File: src/rtl/combo_lock_pkg.sv
package combo_lock_pkg;

  typedef enum logic [2:0] {
    ST_IDLE     = 3'd0,
    ST_WAIT_OK  = 3'd1,
    ST_WAIT_BAD = 3'd2,
    ST_OPEN     = 3'd3,
    ST_ERROR    = 3'd4,
    ST_PROG1    = 3'd5,
    ST_PROG2    = 3'd6
  } lock_state_e;

  typedef struct packed {
    logic prog2;
    logic prog1;
    logic error;
    logic open;
  } lock_flags_t;

  localparam int STATE_W = 3;
  localparam int FLAGS_W = 4;

  function automatic lock_flags_t flags_of(lock_state_e s);
    lock_flags_t f;
    f       = '0;
    f.open  = (s == ST_OPEN);
    f.error = (s == ST_ERROR);
    f.prog1 = (s == ST_PROG1);
    f.prog2 = (s == ST_PROG2);
    return f;
  endfunction

endpackage

File: src/rtl/press_edge.sv
module press_edge (
  input  logic clk,
  input  logic rst,
  input  logic level_i,
  output logic press_o
);
  logic level_q;

  always_ff @(posedge clk) begin
    if (rst) level_q <= 1'b0;
    else     level_q <= level_i;
  end

  assign press_o = level_i & ~level_q;
endmodule

File: src/rtl/digit_store.sv
module digit_store #(
  parameter int DIGIT_W    = 2,
  parameter int NUM_DIGITS = 2,
  parameter logic [NUM_DIGITS*DIGIT_W-1:0] DEFAULTS = '0
) (
  input  logic                          clk,
  input  logic                          load_defaults_i,
  input  logic [NUM_DIGITS-1:0]         wr_en_i,
  input  logic [DIGIT_W-1:0]            wr_data_i,
  output logic [NUM_DIGITS*DIGIT_W-1:0] digits_o
);
  for (genvar g = 0; g < NUM_DIGITS; g++) begin : g_slot
    logic [DIGIT_W-1:0] slot_q;

    always_ff @(posedge clk) begin
      if (load_defaults_i)  slot_q <= DEFAULTS[g*DIGIT_W +: DIGIT_W];
      else if (wr_en_i[g])  slot_q <= wr_data_i;
    end

    assign digits_o[g*DIGIT_W +: DIGIT_W] = slot_q;
  end
endmodule

File: src/rtl/lock_ctrl.sv
module lock_ctrl
  import combo_lock_pkg::*;
#(
  parameter int DIGIT_W = 2
) (
  input  logic               clk,
  input  logic               rst,
  input  logic               press_i,
  input  logic [DIGIT_W-1:0] code_i,
  input  logic [DIGIT_W-1:0] first_i,
  input  logic [DIGIT_W-1:0] second_i,
  output lock_state_e        state_o,
  output lock_flags_t        flags_o,
  output logic               wr_first_o,
  output logic               wr_second_o
);
  lock_state_e state_q, state_d;
  lock_flags_t flags_q;

  always_ff @(posedge clk) begin
    if (rst) begin
      state_q <= ST_IDLE;
      flags_q <= '0;
    end else begin
      state_q <= state_d;
      flags_q <= flags_of(state_d);
    end
  end

  always_comb begin
    state_d     = state_q;
    wr_first_o  = 1'b0;
    wr_second_o = 1'b0;
    if (press_i) begin
      case (state_q)
        ST_IDLE, ST_ERROR:
          state_d = (code_i == first_i) ? ST_WAIT_OK : ST_WAIT_BAD;
        ST_WAIT_OK:
          state_d = (code_i == second_i) ? ST_OPEN : ST_ERROR;
        ST_WAIT_BAD:
          state_d = ST_ERROR;
        ST_OPEN:
          state_d = ST_PROG1;
        ST_PROG1: begin
          wr_first_o = 1'b1;
          state_d    = ST_PROG2;
        end
        ST_PROG2: begin
          wr_second_o = 1'b1;
          state_d     = ST_OPEN;
        end
        default:
          state_d = ST_IDLE;
      endcase
    end
  end

  assign state_o = state_q;
  assign flags_o = flags_q;
endmodule

File: src/rtl/combo_lock.sv
module combo_lock
  import combo_lock_pkg::*;
#(
  parameter int               DIGIT_W    = 2,
  parameter int               LED_W      = 8,
  parameter logic [DIGIT_W-1:0] DEF_FIRST  = 2'b11,
  parameter logic [DIGIT_W-1:0] DEF_SECOND = 2'b01
) (
  input  logic               clk,
  input  logic               rst,
  input  logic [DIGIT_W-1:0] code_i,
  input  logic               enter_i,
  input  logic               combo_rst_i,
  output logic               open_o,
  output logic               error_o,
  output logic               prog1_o,
  output logic               prog2_o,
  output logic [LED_W-1:0]   led_o
);
  localparam int NUM_DIGITS = 2;
  localparam int VIEW_W     = FLAGS_W + 1 + STATE_W;
  localparam logic [NUM_DIGITS*DIGIT_W-1:0] DEFAULTS = {DEF_SECOND, DEF_FIRST};

  logic                          press;
  logic [NUM_DIGITS*DIGIT_W-1:0] digits;
  logic [DIGIT_W-1:0]            digit1, digit2;
  logic                          wr_first, wr_second;
  lock_state_e                   state_q;
  lock_flags_t                   flags_q;
  logic [VIEW_W-1:0]             led_view;

  press_edge u_press (
    .clk     (clk),
    .rst     (rst),
    .level_i (enter_i),
    .press_o (press)
  );

  digit_store #(
    .DIGIT_W    (DIGIT_W),
    .NUM_DIGITS (NUM_DIGITS),
    .DEFAULTS   (DEFAULTS)
  ) u_store (
    .clk             (clk),
    .load_defaults_i (combo_rst_i),
    .wr_en_i         ({wr_second, wr_first}),
    .wr_data_i       (code_i),
    .digits_o        (digits)
  );

  assign digit1 = digits[0 +: DIGIT_W];
  assign digit2 = digits[DIGIT_W +: DIGIT_W];

  lock_ctrl #(.DIGIT_W(DIGIT_W)) u_ctrl (
    .clk         (clk),
    .rst         (rst),
    .press_i     (press),
    .code_i      (code_i),
    .first_i     (digit1),
    .second_i    (digit2),
    .state_o     (state_q),
    .flags_o     (flags_q),
    .wr_first_o  (wr_first),
    .wr_second_o (wr_second)
  );

  assign open_o   = flags_q.open;
  assign error_o  = flags_q.error;
  assign prog1_o  = flags_q.prog1;
  assign prog2_o  = flags_q.prog2;
  assign led_view = {flags_q, 1'b0, state_q};
  assign led_o    = LED_W'(led_view);
endmodule

File: config.mk
export PLATFORM = sky130hd
export DESIGN_NAME = combo_lock
export DESIGN_NICKNAME = d
export VERILOG_FILES = /design/src/rtl/combo_lock_pkg.sv /design/src/rtl/press_edge.sv /design/src/rtl/digit_store.sv /design/src/rtl/lock_ctrl.sv /design/src/rtl/combo_lock.sv
export SDC_FILE = /design/constraint.sdc
export NUM_CORES = 1
export LEC_CHECK = 0
export ABC_AREA = 1
export BUFFER_PORTS_ARGS = -buffer_cell sky130_fd_sc_hd__buf_2
export CORE_MARGIN = 5
export CORE_UTILIZATION = 45
export DETAILED_ROUTE_END_ITERATION = 7
export GPL_ROUTABILITY_DRIVEN = 1
export HOLD_SLACK_MARGIN = 0.06
export PLACE_DENSITY_LB_ADDON = 0.15
export RECOVER_POWER = 100
export SYNTH_ARGS = -nofsm -noshare
export SYNTH_HDL_FRONTEND = slang
export SYNTH_HIERARCHICAL = 1
export SYNTH_SLANG_ARGS = --single-unit
File: constraint.sdc
create_clock -name clk -period 1.07 [get_ports clk]
set_input_delay 0.214 -clock clk [delete_from_list [all_inputs] [get_ports clk]]
set_output_delay 0.214 -clock clk [all_outputs]
set_load 0.05 [all_outputs]
==> results.cfg <==
[yosys]
synth_top_family_by_area = simple AND/OR/NAND/NOR gates
synthSimpleGateAreaFrac_pct = 44.97
synth_seq_cells = 12
synth_compound_area_share_pct = 1.563
synthCells = 107
yosys-top-cells-area = dfxtp_1 (33%), nand2_1 (15%), inv_1 (7.8%)
yosysWarnings = 6
yosys.area.top_type = dfxtp_1
synth_nets = 113
synth_mux_area_share_pct = 0
synthAdderAreaFrac_pct = 0
synthXorXnorAreaFrac_pct = 0
synth-seq-area-share_pct = 33.33
synth_area_um2 = 720.7
synth_cell_types = 19
synth_area_per_cell_um2 = 6.735
synth_top_area_share_pct = 33.33

[power]
power_w = 0.001084
switching_share_pct = 34.39
p_leak_nw = 0.5034
power_frac_seq_pct = 45.8
p_sw_w = 0.0003730
powerDensity_nw_per_um2 = 1148
p_int_w = 0.0007115
ir_drop_uv = 627.2
p_comb_share_pct = 28.3
clkPwrFrac_pct = 25.9

[placement]
dpl.hpwl_um = 1096
pre_cts_ws_ns = -0.1050
place_area_um2 = 822.0
globalplace.congestion = 0.8266
io_buffers = 16

[detailed_routing]
drc = 0
drt_wl_total_um = 1458
detail-route-antenna-nets = 0
dr.pass1.iters = 2
vias_per_cell = 4.517
num_vias = 646
wire_per_inst_um = 10.20
drt_iter0_markers = 6

[clock_network]
h-tree-depth = 1
cts_buffers = 3
clkTransAtPathRegs_ns = 0.08
cts_tree = yes
cts_buffer_depth = 2
cts_root_buffer = clkbuf_4
clk_latency_ns = 0.27
cts_sinks = 12

[setup_path]
cp_cell_sequence = nand3_2, nand2_1, nor2_1, nand2_1, nand2_2, nor2_4, nand3_2, nor2_2
critPathLaunchType = register
critical-path-max-stage-delay_ns = 0.42
slowest_stage = dfxtp_4
cp.required_ns = 1.28
cp.arrival_ns = 1.36
cp_num_cells = 8
crit_family = simple AND/OR/NAND/NOR gates
r2r.worst_path.cells = 8
endpoint_kind = register
path_buf_inv = 0
path_class = reg2reg
cp_max_fo = 7

[job]
max_cap_violations = 0

[hold_path]
min_path_type = in2reg
hold_depth = 3

[timing]
skew_ns = 0.006390
fmax_mhz = 865.9
setup_viol = 9
finalCritPeriodShare_pct = 107.9
layout_setup_ws_ns = -0.08491
timing.hold.ws_ns = 0.1747
fin_crit_ns = 1.155
hold_viol = 0
rsz0062_at_grt = yes
fin_tns_setup_ns = -0.4758
drv_slew = 0

[final_layout]
drive_above_1_share_pct = 47.24
diodes = 0
num-nets-final = 134
fillers = 146
syn_to_final_growth_pct = 31.08
design_area_um2 = 944.7

[grt]
grt_overflow = 0
grt_max_degree = 11
grt_usage_pct = 12.17
grt_pass1_wl_um = 2394
antenna_found_initial = 0
grt_pass1_vias = 564

[die]
initial_core_util_pct = 47.84
num_io_pins = 18
die_y_um = 50.02
die_w_um = 50.02
std_cell_rows = 14
coreArea_um2 = 1506
fp.dieArea_um2 = 2502

[status]
violations = setup timing
status = finished with violations
power groups by stage:
| stage | combinational (W) | sequential [W] | clock [W] |
|---|---|---|---|
| 3_5_place_dp | 0.000272 | 0.000500 | 0 |
| 6_report | 0.000307 | 0.000497 | 0.000281 |
| 5_1_grt | 0.000330 | 0.000501 | 0.000326 |
| 4_1_cts | 0.000291 | 0.000495 | 0.000294 |
| 2_1_floorplan | 0.000180 | 0.000543 | 0 |
| 3_3_place_gp | 0.000269 | 0.000499 | 0 |
final cells by class:
cell class              count  area, um2  area share [%]
well taps                  16      20.02           2.119
inverters                  21      95.09           10.07
clock inverters             1      3.754          0.3974
flip-flops and latches     12      257.7           27.28
clock buffers               3      22.52           2.384
repair buffers             22      178.9           18.94
multi-input cells          68      366.6           38.81
worst paths after layout:
kind,from,to,slack (ns)
setup / recovery,u_ctrl/state_o[2],u_ctrl/flags_o[2],-0.08
hold / removal,combo_rst_i,u_store/g_slot[0].slot_q[0],0.17
setup reg to reg,u_ctrl/state_o[2],u_ctrl/flags_o[2],-0.08
hold reg to reg,u_store/g_slot[0].slot_q[1],u_store/g_slot[0].slot_q[1],0.47
synth_stat cells (all sizes together):
| cell type | instances |
|---|---|
| a31oi | 1 |
| buf | 6 |
| bufinv | 1 |
| clkinv | 1 |
| conb | 1 |
| dfxtp | 12 |
| inv | 19 |
| nand2 | 37 |
| nand3 | 11 |
| nor2 | 16 |
| nor3 | 1 |
| o21ai | 1 |
worst register-to-register path, cell delays in order (launching register included):
cell     delay [ns]
dfxtp_4        0.42
nand3_2        0.11
nand2_1        0.07
nor2_1         0.04
nand2_1        0.06
nand2_2        0.07
nor2_4         0.12
nand3_2        0.10
nor2_2         0.11
metrics by stage:
| stage | instances | utilization [%] |
|---|---|---|
| 2_1_floorplan | 107 | - |
| 3_3_place_gp | 137 | 54.57 |
| 3_5_place_dp | 137 | 54.57 |
| 4_1_cts | 141 | 59.55 |
| 5_1_grt | 143 | 62.71 |
| 6_report | 143 | 62.71 |
cells by family (layout without fill, tap and decap cells):
logic type / Yosys count / in the layout
buf+inv: 27 / 47
simple gates: 65 / 65
compound gates: 2 / 2
other cells: 1 / 1
flops: 12 / 12
layout by cell type, fill, tap and decap left out, drive strengths merged:
| cell type | n |
|---|---|
| bufinv | 1 |
| conb | 1 |
| nand3 | 11 |
| buf | 20 |
| nor2 | 16 |
| inv | 19 |
| dfxtp | 12 |
| a31oi | 1 |
| clkinv | 2 |
| o21ai | 1 |
| nand2 | 37 |
| nor3 | 1 |
| clkbuf | 5 |
flip-flops by register name (all words and copies together), names as in the netlist:
register               count
u_ctrl/flags_o             4
u_ctrl/state_o             3
u_store/g_slot.slot_q      4
u_press/level_q            1
what timing repair did:
action | 4_1_cts | 5_1_grt
gates resized for setup | 16 | 12
endpoints found under the setup margin | 16 | 17
pin swaps | 5 | 0
setup buffers | 0 | 2
hold buffers | 0 | 0
routing by layer:
| layer | wire [um] | up-vias | track usage (%) | part of all wire, % |
|---|---|---|---|---|
| li1 | - | 348 | - | - |
| met3 | 74 | 0 | 3.916 | 5.1 |
| met5 | 0 | - | 0 | 0 |
| met4 | 0 | 0 | 5.240 | 0 |
| met1 | 722 | 286 | 16.43 | 50 |
| met2 | 661 | 12 | 17.36 | 45 |
Power figures use the tool's default switching activity.
